<file path="config.mk">
export PLATFORM = sky130hd
export DESIGN_NAME = codec_read_guard
export DESIGN_NICKNAME = d
export VERILOG_FILES = /design/src/rtl/crg_pkg.sv /design/src/rtl/crg_ctrl.sv /design/src/rtl/crg_datapath.sv /design/src/rtl/codec_read_guard.sv
export SDC_FILE = /design/constraint.sdc
export NUM_CORES = 1
export LEC_CHECK = 0
export ABC_AREA = 1
export ABC_CLOCK_PERIOD_IN_PS = 2100
export BUFFER_PORTS_ARGS = -buffer_cell sky130_fd_sc_hd__buf_2
export CORE_ASPECT_RATIO = 1.25
export CORE_MARGIN = 2
export CORE_UTILIZATION = 45
export CTS_CLUSTER_DIAMETER = 120
export DETAILED_ROUTE_END_ITERATION = 12
export PLACE_DENSITY = 0.75
export REMOVE_ABC_BUFFERS = 1
export SETUP_SLACK_MARGIN = 0.02
export SKIP_CTS_REPAIR_TIMING = 1
export SLEW_MARGIN = 40
export SYNTH_ARGS = -nofsm -noshare
export SYNTH_HDL_FRONTEND = slang
export SYNTH_SLANG_ARGS = --single-unit
export TNS_END_PERCENT = 30
</file>
<file path="constraint.sdc">
create_clock -name clk -period 2.1 [get_ports clk]
set_input_delay 0.21 -clock clk [delete_from_list [all_inputs] [get_ports clk]]
set_output_delay 0.21 -clock clk [all_outputs]
set_load 0.01 [all_outputs]
</file>
<file path="src/rtl/crg_pkg.sv">
package crg_pkg;
  typedef struct packed {
    logic issue;
    logic countEn;
    logic takeData;
    logic takeTimeout;
    logic takeReject;
  } crgStrobes_t;
endpackage

</file>
<file path="src/rtl/crg_ctrl.sv">
module crg_ctrl
  import crg_pkg::*;
(
  input  logic        clk,
  input  logic        rstN,
  input  logic        hostReqValid,
  input  logic        crossing,
  input  logic        frameEdge,
  input  logic        lastFrame,
  input  logic        linkRspValid,
  output logic        hostReqReady,
  output crgStrobes_t strobes
);
  typedef enum logic {ST_IDLE, ST_WAIT} state_t;
  state_t state, stateNext;

  always_ff @(posedge clk) begin
    if (!rstN) state <= ST_IDLE;
    else       state <= stateNext;
  end

  always_comb begin
    strobes   = '0;
    stateNext = state;
    unique case (state)
      ST_IDLE: begin
        if (hostReqValid) begin
          if (crossing) begin
            strobes.takeReject = 1'b1;
          end else begin
            strobes.issue = 1'b1;
            stateNext     = ST_WAIT;
          end
        end
      end
      ST_WAIT: begin
        strobes.countEn = 1'b1;
        if (linkRspValid) begin
          strobes.takeData = 1'b1;
          stateNext        = ST_IDLE;
        end else if (frameEdge && lastFrame) begin
          strobes.takeTimeout = 1'b1;
          stateNext           = ST_IDLE;
        end
      end
      default: stateNext = ST_IDLE;
    endcase
  end

  assign hostReqReady = (state == ST_IDLE);
endmodule

</file>
<file path="src/rtl/crg_datapath.sv">
module crg_datapath
  import crg_pkg::*;
#(
  parameter int ADDR_W     = 8,
  parameter int DATA_W     = 16,
  parameter int MAX_FRAMES = 4
)(
  input  logic              clk,
  input  logic              rstN,
  input  crgStrobes_t       strobes,
  input  logic [ADDR_W-1:0] hostReqAddr,
  input  logic [1:0]        hostReqSize,
  input  logic              frameSync,
  input  logic [DATA_W-1:0] linkRspData,
  input  logic              statusClr,
  output logic              crossing,
  output logic              frameEdge,
  output logic              lastFrame,
  output logic              linkCmdValid,
  output logic [ADDR_W-1:0] linkCmdAddr,
  output logic              hostRspValid,
  output logic [DATA_W-1:0] hostRspData,
  output logic              hostRspErr,
  output logic              rdTimeoutSts
);
  localparam int CNT_W = $clog2(MAX_FRAMES + 1);
  localparam logic [CNT_W-1:0] LAST_CNT = CNT_W'(MAX_FRAMES - 1);

  logic [CNT_W-1:0] frameCnt;
  logic             fsPrev;
  logic [3:0]       endByte;

  // bytes of the access, added to the offset inside the 32-bit word
  assign endByte  = {2'b00, hostReqAddr[1:0]} + (4'd1 << hostReqSize);
  assign crossing = (endByte > 4'd4);

  assign frameEdge = frameSync && !fsPrev;
  assign lastFrame = (frameCnt == LAST_CNT);

  always_ff @(posedge clk) begin
    if (!rstN) begin
      fsPrev   <= 1'b0;
      frameCnt <= '0;
    end else begin
      fsPrev <= frameSync;
      if (strobes.issue)                      frameCnt <= '0;
      else if (strobes.countEn && frameEdge)  frameCnt <= frameCnt + 1'b1;
    end
  end

  always_ff @(posedge clk) begin
    if (!rstN) begin
      linkCmdValid <= 1'b0;
      linkCmdAddr  <= '0;
    end else begin
      linkCmdValid <= strobes.issue;
      if (strobes.issue) linkCmdAddr <= hostReqAddr;
    end
  end

  always_ff @(posedge clk) begin
    if (!rstN) begin
      hostRspValid <= 1'b0;
      hostRspData  <= '0;
      hostRspErr   <= 1'b0;
    end else begin
      hostRspValid <= strobes.takeData | strobes.takeTimeout | strobes.takeReject;
      hostRspErr   <= strobes.takeReject;
      if (strobes.takeData)         hostRspData <= linkRspData;
      else if (strobes.takeTimeout) hostRspData <= '1;
      else if (strobes.takeReject)  hostRspData <= '0;
    end
  end

  always_ff @(posedge clk) begin
    if (!rstN)                    rdTimeoutSts <= 1'b0;
    else if (strobes.takeTimeout) rdTimeoutSts <= 1'b1;
    else if (statusClr)           rdTimeoutSts <= 1'b0;
  end
endmodule

</file>
<file path="src/rtl/codec_read_guard.sv">
module codec_read_guard
  import crg_pkg::*;
#(
  parameter int ADDR_W     = 8,
  parameter int DATA_W     = 16,
  parameter int MAX_FRAMES = 4
)(
  input  logic              clk,
  input  logic              rstN,
  input  logic              hostReqValid,
  output logic              hostReqReady,
  input  logic [ADDR_W-1:0] hostReqAddr,
  input  logic [1:0]        hostReqSize,
  output logic              hostRspValid,
  output logic [DATA_W-1:0] hostRspData,
  output logic              hostRspErr,
  output logic              linkCmdValid,
  output logic [ADDR_W-1:0] linkCmdAddr,
  input  logic              frameSync,
  input  logic              linkRspValid,
  input  logic [DATA_W-1:0] linkRspData,
  input  logic              statusClr,
  output logic              rdTimeoutSts
);
  crgStrobes_t strobes;
  logic crossing, frameEdge, lastFrame;

  crg_ctrl u_ctrl (
    .clk          (clk),
    .rstN         (rstN),
    .hostReqValid (hostReqValid),
    .crossing     (crossing),
    .frameEdge    (frameEdge),
    .lastFrame    (lastFrame),
    .linkRspValid (linkRspValid),
    .hostReqReady (hostReqReady),
    .strobes      (strobes)
  );

  crg_datapath #(
    .ADDR_W     (ADDR_W),
    .DATA_W     (DATA_W),
    .MAX_FRAMES (MAX_FRAMES)
  ) u_dp (
    .clk          (clk),
    .rstN         (rstN),
    .strobes      (strobes),
    .hostReqAddr  (hostReqAddr),
    .hostReqSize  (hostReqSize),
    .frameSync    (frameSync),
    .linkRspData  (linkRspData),
    .statusClr    (statusClr),
    .crossing     (crossing),
    .frameEdge    (frameEdge),
    .lastFrame    (lastFrame),
    .linkCmdValid (linkCmdValid),
    .linkCmdAddr  (linkCmdAddr),
    .hostRspValid (hostRspValid),
    .hostRspData  (hostRspData),
    .hostRspErr   (hostRspErr),
    .rdTimeoutSts (rdTimeoutSts)
  );
endmodule

</file>
# Yosys cells after proc, flatten, opt, wreduce, memory -nomap -nowiden

Index checks and enable logic that the tools add are counted.

Bits in registers: 33
Output and inout bits: 29
Logic and storage cells: 43
Input port bits: 32

Shifts and indexed selects: 1
Reduce and logical (&&, ||, !) cells: 7
Equal/unequal tests: 1
Muxes and demuxes: 18
Bitwise gates (word level): 4
Add/subtract/negate cells: 2
Order comparisons: 1

Operator list:

| cell                | count |
|---|---|
| $mux 16             | 3 |
| $mux 1              | 13 |
| $add 2x4->4         | 1 |
| $gt 4x3->1 const B  | 1 |
| $shl 1x2->4 const A | 1 |
| $add 3x1->3 const B | 1 |
| $eq 3x2->1 const B  | 1 |
| $logic_and 1x1->1   | 3 |
| $mux 3              | 1 |
| $reduce_bool 3->1   | 1 |
| $not 1->1           | 2 |
| $or 1x1->1          | 2 |
| $pmux 1 s2          | 1 |
| $reduce_bool 2->1   | 1 |
| $reduce_or 2->1     | 1 |
| $logic_not 1->1     | 1 |

# Logic depth before layout (Yosys ltp)

Word-level depth: 9
Gate-level depth with buffers: 12
Depth with buffers taken out: 11

# Cells and area by module

From an unflattened synthesis, not the netlist that was laid out.

Cells, all modules: 211
Area total of the unflattened synthesis: 1604.0 sq um

By module, submodules not included:

| module       | times used | seq. area each (sq um) | cells each | area each (sq um) |
|---|---|---|---|---|
| crg_datapath | 1          | 640.6                  | 195        | 1505.2 |
| crg_ctrl     | 1          | 20.0                   | 16         | 98.8 |

# Worst setup path before layout

Ideal clock, no wire load.

Kind: input -> register
Start: in hostReqSize[0]
End: reg u_dp.hostRspData[10]
Path slack: 0.397 ns
Setup time: 0.066 ns
Stages on the path: 10
Buffers on the path: 1
Arrival: 1.637 ns
Required time: 2.034 ns
Path through: nor2_1 -> ha_1 -> fa_1 -> or2_1 -> nand2_2 -> nand2_2 -> nand2_4 -> buf_12 -> nand3_2 -> a21oi_2

Word-level cells in the longest chain between the ends: 7

RTL lines:

| element                            | line                   | RTL |
|---|---|---|
| start: declaration                 | codec_read_guard.sv:13 | `input logic [1:0] hostReqSize,` |
| $shl 1x2->4                        | crg_datapath.sv:34     | `assign endByte = {2'b00, hostReqAddr[1:0]} + (4'd1 << hostReqSize);` |
| $add 2x4->4                        | crg_datapath.sv:34     |  |
| $gt 4x3->1                         | crg_datapath.sv:35     | `assign crossing = (endByte > 4'd4);` |
| $mux 1                             | crg_ctrl.sv:28         | `if (crossing) begin` |
| $mux 1                             | crg_ctrl.sv:27         | `if (hostReqValid) begin` |
| $mux 1                             | crg_ctrl.sv:25         | `unique case (state)` |
| $reduce_bool 3->1 (no source line) | n/a                    |  |
| end signal: assignment             | crg_datapath.sv:69     | `if (strobes.takeData) hostRspData <= linkRspData;` |
| end: declaration                   | crg_datapath.sv:22     | `output logic [DATA_W-1:0] hostRspData,` |

Every way passes these cells.
A chain may end at the register's enable or synchronous reset.

# Final worst setup path

Start: reg u_dp.frameCnt[0]
End: reg u_dp.hostRspData[14]

Word-level cells in the longest chain between the ends: 7
Elaborated cells on any way between the ends: 8
Classes of those cells: 1 x eq/ne; 5 x mux; 2 x reduce/logical

RTL lines:

| element                  | line               | RTL |
|---|---|---|
| start: declaration       | crg_datapath.sv:29 | `logic [CNT_W-1:0] frameCnt;` |
| start signal: assignment | crg_datapath.sv:47 | `else if (strobes.countEn && frameEdge) frameCnt <= frameCnt + 1'b1;` |
| $eq 3x2->1 (*)           | crg_datapath.sv:38 | `assign lastFrame = (frameCnt == LAST_CNT);` |
| $logic_and 1x1->1 (*)    | crg_ctrl.sv:41     | `end else if (frameEdge && lastFrame) begin` |
| $mux 1 (*)               | crg_ctrl.sv:41     |  |
| $mux 1 (*)               | crg_ctrl.sv:38     | `if (linkRspValid) begin` |
| $mux 3 (*)               | crg_ctrl.sv:25     |  |
| $mux 16                  | crg_datapath.sv:70 | `else if (strobes.takeTimeout) hostRspData <= '1;` |
| $mux 16                  | crg_datapath.sv:69 |  |

Mark *: on every way between the ends. The rest lies on a longest branch, timed or not.

==> impl_results.md <==
- YS warnings: 0
- ANT cells: 0
- Max Buffers Root-to-Sink: 2
- Outcome: complete, no violations
- # IOs: 61
- Post-DP HPWL: roughly 2300 um
- Pin slew with the least headroom to its limit: around 0.56 ns
- Seq cells post-synth: 33
- Latest clock arrival within the worst-skew pair: between 0.2 and 0.3 ns
- Die X: around 56 um
- Tmin final: 1.70 ns
- CORE AREA: 3190 um^2
- LEAKAGE: about 0.88 nW
- Cell Area, Synth: approximately 1500 um^2
- Tcrit/Tclk final: about four fifths
- Setup WS post-layout: between 0.4 and 0.5 ns
- Endpoints failing hold: 0
- Arrival @ worst endpoint: between 1.5 and 2 ns
- CTS Sinks: 33
- Worst hold path class: in -> reg
- Layout net count: between 200 and 300
- CP Capture Type: flop
- Crit path max fanout: 18
- Peak supply drop: 0.644 mV
- CTS Root Cell: clkbuf_8
- Worst slew margin: a little over three fifths
- Post-Synthesis Cells: about 170
- IO Port Bufs: 60
- First-pass GRT wire length: 5370 um
- Worst path most repeated cell: ha_1
- Total congestion overflow: 0
- Slowest-stage cell, CP: nor2_4
- Post-synthesis sequential area ratio: between 40 and 50%
- Register area: 661 um^2
- Iter 0 DRT Violations: 39
- CP max stage delay: about 0.4 ns
- Final core utilization: between 50% and 60%
- Routed vias: around 1300
- GRT Total Usage: roughly 18%
- Vias in the first global route: between 1000 and 1500
- Final estimated routing congestion in global placement: 0.847
- Distinct cells, synth: 25
- Synth-to-layout area growth: 26.4%
- Multi-input logic area: just over 700 um^2
- WP data required: ~2.3 ns
- Htree depth: 2
- Layout cell share with drive strength beyond 1: ~43%
- Initial Util: 46.8%
- DRC Markers: 0
- Chip height: 68.5 um
- Largest net degree at the start of global routing: 29
- Initial antenna violation count: 0
- Antenna-violating nets left: 0
- Max Slew Vio Count: 0
- Worst Skew: between 0.004 and 0.005 ns
- Routed WL per cell: between 10 and 15 um
- Syn Area/Cell: 8.85 um^2
- CTS tree: yes
- DR vias/cell: around 4.9
- Die area: about 3800 um^2
- Final setup violation count: 0
- Fin cells: 268
- Rows: 23
- Crit-path cells: ha_1 -> ha_1 -> nand3_2 -> nor2_8 -> nor2_4 -> nand3_1 -> a21oi_1
- Placed cells: 260
- Pre-CTS worst setup slack: between 0.1 and 0.15 ns
- Worst-path clk slew: 0.07 ns
- Total CTS buffers: 5
- Critical path class: reg -> reg
- F_max: 590 MHz
- Pwr dens: approximately 770 nW/um^2
- Drt pass-1 iters: 4
- Setup_tns: 0 ns
- RSZ-0062 raised after global routing: no
- Total of max-cap violations: 0
- Fillers: between 200 and 300
- Final wirelength: around 3200 um
- Setup crit start kind: flop
worst max-delay path: cells and delay by family (launching register included):
family | cells | cell delay (ns)
flops | 1 | 0.32
simple gates | 4 | 0.77
fa+ha+maj | 2 | 0.40
compound gates | 1 | 0.13
placed cells by master (no fill, tap or decap), drive strengths merged:
cell and count:
bufinv 1, a21oi 45, nor2 8, or2 2, nand4 1, dfxtp 33
inv 13, clkinv 1, nand3 20, xor2 1, clkbuf 7, fa 1
ha 4, nand2 33, buf 61
report_power, final:
part	switching [mW]	leakage (nW)	internal, mW
registers	0.0125	0.268	0.651
clock network	0.224	0.0585	0.387
logic	0.111	0.557	0.0727
total	0.347	0.884	1.11
cells by family after synthesis:
group                    Yosys count  synth area share (%)
adder cells (fa/ha/maj)            5                  4.68
AO/OA/AOI/OAI                     45                  17.6
XOR/XNOR                           1                 0.585
AND/OR/NAND/NOR                   64                  24.5
flip-flops                        33                  44.1
buffers and inverters             21                  8.53
path summary, 6_finish.rpt:
check,startpoint,endpoint,slack [ns],cells past startpoint
worst max register to register,u_dp.frameCnt[0]$_SDFFE_PP0P_,u_dp.hostRspData[14]$_SDFFE_PN0P_,0.40,7
worst min register to register,u_dp.linkCmdAddr[5]$_SDFFE_PN0P_,u_dp.linkCmdAddr[5]$_SDFFE_PN0P_,0.46,2
worst min-delay path,rstN,u_dp.fsPrev$_SDFF_PN0_,0.17,3
worst max-delay path,u_dp.frameCnt[0]$_SDFFE_PP0P_,u_dp.hostRspData[14]$_SDFFE_PN0P_,0.40,7
stage by stage:
step | cell area [um^2] | hold slack, ns | total power [mW]
6_report | 1890 | 0.168 | 1.46
5_1_grt | 1890 | 0.172 | 1.52
4_1_cts | 1890 | 0.162 | 1.47
3_5_place_dp | 1780 | 0.453 | 0.864
3_3_place_gp | 1780 | 0.449 | 0.860
2_1_floorplan | 1420 | 0.303 | 0.783
cell usage after synthesis:
master	n	share of area, %
a21oi_1	35	12
dfxtp_1	33	44
nand2_1	29	7.3
nand3_2	11	7.4
a21oi_2	10	5.9
inv_1	9	2.3
nand3_1	9	3.0
nor2_1	6	1.5
ha_1	4	3.3
inv_2	4	1.0
nand2_2	3	1.3
buf_12	2	2.7
buf_4	2	1.0
buf_2	1	0.33
buf_6	1	0.75
clkbuf_1	1	0.25
clkinv_1	1	0.25
fa_1	1	1.3
nand2_4	1	0.75
nand4_1	1	0.42
nor2_4	1	0.75
nor2_8	1	1.3
or2_1	1	0.42
or2_2	1	0.42
xor2_1	1	0.59
layout make-up:
cell class / instances / share of cell area, %
timing repair buffer: 61 / 16.3
tap: 37 / 2.45
clock buffer: 7 / 4.56
sequential: 33 / 34.9
multi-input combinational: 115 / 37.4
inverter: 14 / 2.78
clock inverter: 1 / 1.59
state kept, by name, indices dropped and copies added (netlist names):
register           cells
u_ctrl.state           1
u_dp.frameCnt          3
u_dp.fsPrev            1
u_dp.hostRspData      16
u_dp.hostRspErr        1
u_dp.hostRspValid      1
u_dp.linkCmdAddr       8
u_dp.linkCmdValid      1
u_dp.rdTimeoutSts      1
layer usage:
layer / track usage [%] / up-vias / share of wire [%]
met3: 5.86 / 9 / 5.7
met5: 0 / - / 0
met4: 9.45 / 0 / 2.0
met2: 30.7 / 42 / 49
met1: 21.0 / 586 / 44
li1: - / 684 / -
Note: power is estimated with default switching activity, not from simulation.
